[src/rtl/uart_rx_buf_pkg.sv]
package uart_rx_buf_pkg;
  localparam int unsigned CTL_W      = 8;
  localparam int unsigned CTL_EN     = 0;
  localparam int unsigned CTL_RXRST  = 1;
  localparam int unsigned CTL_DMA    = 3;
  localparam int unsigned CTL_TRG_LO = 6;
  localparam int unsigned CTL_TRG_HI = 7;
  localparam logic [CTL_W-1:0] CTL_KEEP =
    CTL_W'((1 << CTL_EN) | (1 << CTL_DMA) | (1 << CTL_TRG_LO) | (1 << CTL_TRG_HI));
endpackage

[src/rtl/uart_rx_buf_ctl.sv]
module uart_rx_buf_ctl
  import uart_rx_buf_pkg::*;
(
  input  logic             clk_i,
  input  logic             rst_ni,
  input  logic             we_i,
  input  logic [CTL_W-1:0] wdata_i,
  output logic [CTL_W-1:0] ctl_o,
  output logic             flush_o,
  output logic             fifo_en_o
);
  logic [CTL_W-1:0] ctl_q;

  // mode toggle or receive reset in FIFO mode empties the store
  assign flush_o = we_i & ((wdata_i[CTL_EN] ^ ctl_q[CTL_EN]) |
                           (wdata_i[CTL_EN] & wdata_i[CTL_RXRST]));

  always_ff @(posedge clk_i or negedge rst_ni) begin
    if (!rst_ni)   ctl_q <= '0;
    else if (we_i) ctl_q <= wdata_i[CTL_EN] ? (wdata_i & CTL_KEEP) : '0;
  end

  assign ctl_o     = ctl_q;
  assign fifo_en_o = ctl_q[CTL_EN];
endmodule

[src/rtl/uart_rx_buf_store.sv]
module uart_rx_buf_store #(
  parameter int unsigned DATA_W = 8,
  parameter int unsigned DEPTH  = 16,
  localparam int unsigned PTR_W = (DEPTH > 1) ? $clog2(DEPTH) : 1,
  localparam int unsigned CNT_W = $clog2(DEPTH + 1)
) (
  input  logic              clk_i,
  input  logic              rst_ni,
  input  logic              flush_i,
  input  logic              fifo_en_i,
  input  logic              push_i,
  input  logic [DATA_W-1:0] push_data_i,
  input  logic              pop_i,
  output logic [DATA_W-1:0] head_o,
  output logic [CNT_W-1:0]  count_o,
  output logic              full_o,
  output logic              empty_o,
  output logic              push_rej_o
);
  logic [DATA_W-1:0] mem [DEPTH];
  logic [PTR_W-1:0]  wr_ptr, rd_ptr;
  logic [CNT_W-1:0]  cnt_q, cap;
  logic              push_ok, pop_ok;

  assign cap     = fifo_en_i ? CNT_W'(DEPTH) : CNT_W'(1);
  assign full_o  = (cnt_q == cap);
  assign empty_o = (cnt_q == '0);
  assign push_ok = push_i & ~full_o & ~flush_i;
  assign pop_ok  = pop_i & ~empty_o & ~flush_i;
  assign push_rej_o = push_i & full_o & ~flush_i;

  function automatic logic [PTR_W-1:0] ptr_inc(input logic [PTR_W-1:0] p,
                                               input logic [CNT_W-1:0] c);
    if (CNT_W'(p) + CNT_W'(1) >= c) return '0;
    return p + PTR_W'(1);
  endfunction

  always_ff @(posedge clk_i or negedge rst_ni) begin
    if (!rst_ni) begin
      wr_ptr <= '0;
      rd_ptr <= '0;
      cnt_q  <= '0;
    end else if (flush_i) begin
      wr_ptr <= '0;
      rd_ptr <= '0;
      cnt_q  <= '0;
    end else begin
      if (push_ok) wr_ptr <= ptr_inc(wr_ptr, cap);
      if (pop_ok)  rd_ptr <= ptr_inc(rd_ptr, cap);
      case ({push_ok, pop_ok})
        2'b10:   cnt_q <= cnt_q + CNT_W'(1);
        2'b01:   cnt_q <= cnt_q - CNT_W'(1);
        default: cnt_q <= cnt_q;
      endcase
    end
  end

  always_ff @(posedge clk_i) begin
    if (push_ok) mem[wr_ptr] <= push_data_i;
  end

  assign head_o  = empty_o ? '0 : mem[rd_ptr];
  assign count_o = cnt_q;
endmodule

[src/rtl/uart_rx_buf.sv]
module uart_rx_buf
  import uart_rx_buf_pkg::*;
#(
  parameter int unsigned DATA_W = 8,
  parameter int unsigned DEPTH  = 16,
  localparam int unsigned CNT_W = $clog2(DEPTH + 1)
) (
  input  logic              clk_i,
  input  logic              rst_ni,
  input  logic              ctl_we_i,
  input  logic [CTL_W-1:0]  ctl_data_i,
  input  logic              push_i,
  input  logic              push_lpbk_i,
  input  logic [DATA_W-1:0] push_data_i,
  input  logic              pop_i,
  input  logic              ovr_clr_i,
  output logic [DATA_W-1:0] pop_data_o,
  output logic [CNT_W-1:0]  count_o,
  output logic              empty_o,
  output logic              full_o,
  output logic              overrun_o,
  output logic [CTL_W-1:0]  ctl_o
);
  logic flush, fifo_en, push_rej, ovr_q;

  uart_rx_buf_ctl u_ctl (
    .clk_i     (clk_i),
    .rst_ni    (rst_ni),
    .we_i      (ctl_we_i),
    .wdata_i   (ctl_data_i),
    .ctl_o     (ctl_o),
    .flush_o   (flush),
    .fifo_en_o (fifo_en)
  );

  uart_rx_buf_store #(.DATA_W(DATA_W), .DEPTH(DEPTH)) u_store (
    .clk_i       (clk_i),
    .rst_ni      (rst_ni),
    .flush_i     (flush),
    .fifo_en_i   (fifo_en),
    .push_i      (push_i),
    .push_data_i (push_data_i),
    .pop_i       (pop_i),
    .head_o      (pop_data_o),
    .count_o     (count_o),
    .full_o      (full_o),
    .empty_o     (empty_o),
    .push_rej_o  (push_rej)
  );

  // set beats clear
  always_ff @(posedge clk_i or negedge rst_ni) begin
    if (!rst_ni)                     ovr_q <= 1'b0;
    else if (push_rej & push_lpbk_i) ovr_q <= 1'b1;
    else if (ovr_clr_i)              ovr_q <= 1'b0;
  end

  assign overrun_o = ovr_q;
endmodule

[config.mk]
export PLATFORM = sky130hd
export DESIGN_NAME = uart_rx_buf
export DESIGN_NICKNAME = d
export VERILOG_FILES = /design/src/rtl/uart_rx_buf_pkg.sv /design/src/rtl/uart_rx_buf_ctl.sv /design/src/rtl/uart_rx_buf_store.sv /design/src/rtl/uart_rx_buf.sv
export SDC_FILE = /design/constraint.sdc
export NUM_CORES = 1
export LEC_CHECK = 0
export ABC_AREA = 0
export BUFFER_PORTS_ARGS = -buffer_cell sky130_fd_sc_hd__buf_2
export CAP_MARGIN = 20
export CORE_ASPECT_RATIO = 0.9
export CORE_MARGIN = 3
export CORE_UTILIZATION = 35
export DETAILED_ROUTE_END_ITERATION = 16
export SLEW_MARGIN = 15
export SYNTH_ARGS = -nofsm -noshare
export SYNTH_HDL_FRONTEND = slang
export SYNTH_SLANG_ARGS = --single-unit
[constraint.sdc]
create_clock -name clk_i -period 5.65 [get_ports clk_i]
set_input_delay 0.8475 -clock clk_i [delete_from_list [all_inputs] [get_ports clk_i]]
set_output_delay 0.8475 -clock clk_i [all_outputs]
set_load 0.01 [all_outputs]
==> impl_results.rst <==
.. list-table::
   :header-rows: 1

   * - Metric
     - Value
   * - Instance area at placement
     - 0.00674 mm2
   * - CTS tree
     - built
   * - Total number of H-tree levels
     - 4
   * - Switching portion of total power
     - 27.9%
   * - Unique cell type count in the Yosys netlist
     - 57
   * - Post-CTS sizing
     - 0
   * - Fraction of layout instances using a drive strength above 1
     - 30.4%
   * - Initial antenna violation count
     - 0
   * - Source of the worst register-to-register timing path
     - u_store.count_o[1]
   * - Tot GR Track Use
     - 13.9%
   * - Highest-utilization routing layer at the global route stage
     - met2
   * - Chip width
     - 148 um
   * - Crit path DAT
     - 3.11 ns
   * - Total of warnings raised by yosys
     - 0
   * - Number of vias per cell
     - 5.14
   * - Worst IR Drop VDD
     - 286 uV
   * - Weighted congestion reported at the end of routability-driven placement
     - 0.771
   * - I/O pin total
     - 47
   * - Wire length after detailed routing
     - 13.1 mm
   * - Count of pins over their slew limit
     - 0
   * - Residual overflow from global routing
     - 0
   * - Critical path capture point type
     - output port
   * - Final setup slack of the worst path
     - 1.69 ns
   * - Most Frequent Cell on Critical Path
     - sky130_fd_sc_hd__mux4_2
   * - Number of port buffers
     - 39
   * - Final Hold Slack
     - 0.366 ns
   * - HPWL Detailed
     - 7.93 mm
   * - Remaining antenna violation count after routing
     - 0
   * - Capture point of the worst reg-to-reg path
     - u_store.count_o[4]
   * - Clock latency reported for the late side of the worst-skew pair
     - 0.42 ns
   * - Clock root buffer
     - sky130_fd_sc_hd__clkbuf_16
   * - Mapped Avg Cell Area
     - 17.3 um2
   * - Met3 Use GR
     - 3.88%
   * - Leakage Power
     - 0.00249 uW
   * - Final hold violations
     - 0
   * - Category of the critical setup timing path
     - flip-flop to output port
   * - Sequence of cells on the critical path
     - buf_4 > mux4_2 > mux4_2 > nor2b_1 > buf_2
   * - FF+latch count, synth
     - 146
   * - Die Span Y
     - 133 um
   * - Count of placed standard cells including taps
     - 623
   * - Most frequent standard cell in the layout excluding fill and tap cells
     - sky130_fd_sc_hd__edfxtp_1
   * - Largest clock skew in the final design
     - 0.0108 ns
   * - Post-CTS setup buffer count
     - 0
   * - Critical Path RT
     - 4.80 ns
   * - Internal Dissipation
     - 2080 uW
   * - Effective utilization at floorplan
     - 36.5%
   * - Length in cells of the worst reg-to-reg path
     - 10
   * - Measured slew at the worst slew-check pin
     - 1.09 ns
   * - Crit start category
     - flip-flop
   * - Maximum fanout along the worst path
     - 27
   * - Post-detailed-route DRC marker count
     - 0
   * - Number of enable-type register cells in the synthesized netlist
     - 128
   * - Part of the power in the clock network
     - 34.3%
   * - Post-synth ARST share
     - 12.3%
   * - Share of the yosys chip area belonging to registers
     - 68.0%
   * - Global-route met1 utilization
     - 19.0%
   * - Rel. slew slack
     - 27.4%
   * - Mapped Cells
     - 364
   * - Met2 usage in global routing
     - 21.5%
   * - Count of hold-fix buffers inserted at cts
     - 0
   * - Global-route wire length before repair
     - 20.1 mm
   * - Relative area change from synthesis to final layout
     - 15.2%
   * - Setup repair after global routing missed its margin
     - no
   * - Num Clock Sinks
     - 146
   * - Slowest stage cell, crit path
     - sky130_fd_sc_hd__dfrtp_2
   * - Run status
     - finished, final reports clean
   * - Flop pwr share
     - 44.8%
   * - Ant. Diodes
     - 0
   * - CTS clock-pin slew for the worst setup and hold paths
     - 0.06 ns
   * - Final setup violation count
     - 0
   * - Netlist area before placement
     - 0.00631 mm2
   * - Max Buffers Root-to-Sink
     - 2
   * - Filler instances
     - 1563
   * - Net count, final
     - 442
   * - Commonest cells after routing, fill and taps aside
     - 128 x sky130_fd_sc_hd__edfxtp_1, 40 x sky130_fd_sc_hd__mux4_2, 39 x sky130_fd_sc_hd__buf_2
   * - Post-Layout Cell Count
     - 656
   * - R2R Setup Slk
     - 2.60 ns
   * - Inserted Clock Buffers
     - 17
   * - Number of global-route vias before repair
     - 3400
   * - Routed length per instance
     - 19.9 um
   * - Main flop type after synthesis
     - sky130_fd_sc_hd__edfxtp_1
   * - Row cnt
     - 45
   * - Pin count of the biggest net entering global routing
     - 38
   * - Total non-filler cell area in the finished layout
     - 0.00727 mm2
   * - Slowest stage delay, CP
     - 0.98 ns
   * - Share of total power in combinational logic
     - 20.9%
   * - Period minus WS final
     - 3.96 ns
   * - Areal power density over the cells
     - 397 mW/mm2
   * - Number of design-rule violations left by the first detailed-router iteration
     - 297
   * - Period utilization
     - 70.1%
   * - Total net switching power
     - 804 uW
   * - Worst slack after detailed placement
     - 2.04 ns
   * - Hold WC Path Type
     - input port to asynchronous set/reset pin
   * - Total Negative Setup Slacks
     - 0 ns
   * - Vias after detailed routing
     - 3373
   * - 1st-pass router iterations
     - 5
   * - Die footprint
     - 0.0197 mm2
   * - Fmax achieved
     - 0.252 GHz
   * - Core area
     - 0.0173 mm2
   * - Number of maximum-capacitance violations
     - 0
==> cells by family after synthesis <==
family / count (synthesis) / share of synthesized area (%)
other: 1 / 0.0594
adders and majority gates: 11 / 2.18
xor gates and xnor gates: 3 / 0.416
and+or+nand+nor: 93 / 7.79
buffers and inverters: 31 / 2.50
AOI/OAI and AO/OA: 37 / 4.40
DFF: 146 / 68.0
muxes: 42 / 14.6
==> through the flow <==
| stage | power [uW] | utilization [%] |
|---|---|---|
| floorplan | 1740 | - |
| global placement | 1920 | 39.0 |
| global route | 3030 | 42.1 |
| finish | 2890 | 42.1 |
| CTS | 2920 | 42.0 |
| detailed placement | 1930 | 39.0 |
==> Yosys cell counts, types with 2 or more instances <==
cell                        number  area share, %
sky130_fd_sc_hd__nor2_1         19            1.1
sky130_fd_sc_hd__or3_1           2           0.20
sky130_fd_sc_hd__xnor2_1         2           0.28
sky130_fd_sc_hd__nand4_1         6           0.59
sky130_fd_sc_hd__ha_1           11            2.2
sky130_fd_sc_hd__a31oi_1         2           0.20
sky130_fd_sc_hd__clkbuf_1        7           0.42
sky130_fd_sc_hd__and2_1          2           0.20
sky130_fd_sc_hd__buf_2           3           0.24
sky130_fd_sc_hd__buf_4           8           0.95
sky130_fd_sc_hd__and3b_1         2           0.28
sky130_fd_sc_hd__nand2b_1        4           0.40
sky130_fd_sc_hd__mux4_2         40             14
sky130_fd_sc_hd__nand3b_1        2           0.24
sky130_fd_sc_hd__edfxtp_1      128             61
sky130_fd_sc_hd__nand2_1        22            1.3
sky130_fd_sc_hd__nor2b_1        10           0.99
sky130_fd_sc_hd__dfrtp_1        18            7.1
sky130_fd_sc_hd__and3_1          2           0.20
sky130_fd_sc_hd__o2111ai_1       2           0.28
sky130_fd_sc_hd__inv_1          10           0.59
sky130_fd_sc_hd__o21ai_0         9           0.71
sky130_fd_sc_hd__nor3_1          7           0.56
sky130_fd_sc_hd__buf_1           2           0.12
sky130_fd_sc_hd__or2_2           2           0.20
sky130_fd_sc_hd__o31ai_1         2           0.24
sky130_fd_sc_hd__a21oi_1         6           0.48
sky130_fd_sc_hd__nand3_1         5           0.40
==> routing by layer <==
metal | vias up | share of wire, %
li1 | 1539 | -
met1 | 1712 | 43
met2 | 111 | 48
met3 | 11 | 8.6
met4 | 0 | 0.60
met5 | - | 0
==> flip-flops by register name (all words and copies together), names as in the netlist <==
register	cells
u_store.count_o	5
u_store.mem	128
u_store.wr_ptr	4
overrun_o	1
u_store.rd_ptr	4
u_ctl.ctl_o	4
==> power by group through the flow <==
stage               logic (uW)  registers, uW  clock network (uW)
CTS                        612           1300                1010
floorplan                  474           1270                   0
global placement           600           1320                   0
detailed placement         608           1320                   0
global route               660           1310                1070
finish                     602           1290                 990
==> worst max-delay path, delay by kind of cell, from the launching register on <==
kind / cells / cell delay, ns
buf+inv: 2 / 0.51
flops: 1 / 0.98
simple gates: 1 / 0.15
mux: 2 / 1.03
==> how the worst max path moves through the flow <==
stage	from	endpoint	slack [ns]	depth (start not counted)
6_report	u_store.rd_ptr[0]	pop_data_o[0]	1.69	5
5_1_grt	u_store.rd_ptr[0]	pop_data_o[0]	1.46	5
4_1_cts	u_store.rd_ptr[0]	pop_data_o[0]	1.59	5
3_5_place_dp	u_store.rd_ptr[0]	pop_data_o[0]	2.04	5
3_3_place_gp	u_store.rd_ptr[0]	pop_data_o[0]	2.02	5
2_1_floorplan	ctl_we_i	u_store.count_o[4]	2.44	12
==> area by class of cell <==
| class | instances | area, um2 | share of cell area, % |
|---|---|---|---|
| well taps | 235 | 294 | 4.04 |
| clock inverters | 11 | 85.1 | 1.17 |
| clock buffers | 21 | 440 | 6.06 |
| multi-input cells | 190 | 1890 | 26.0 |
| flip-flops and latches | 146 | 4300 | 59.1 |
| repair buffers | 43 | 229 | 3.15 |
| inverters | 10 | 37.5 | 0.516 |
(Power assumes the default switching activity.)
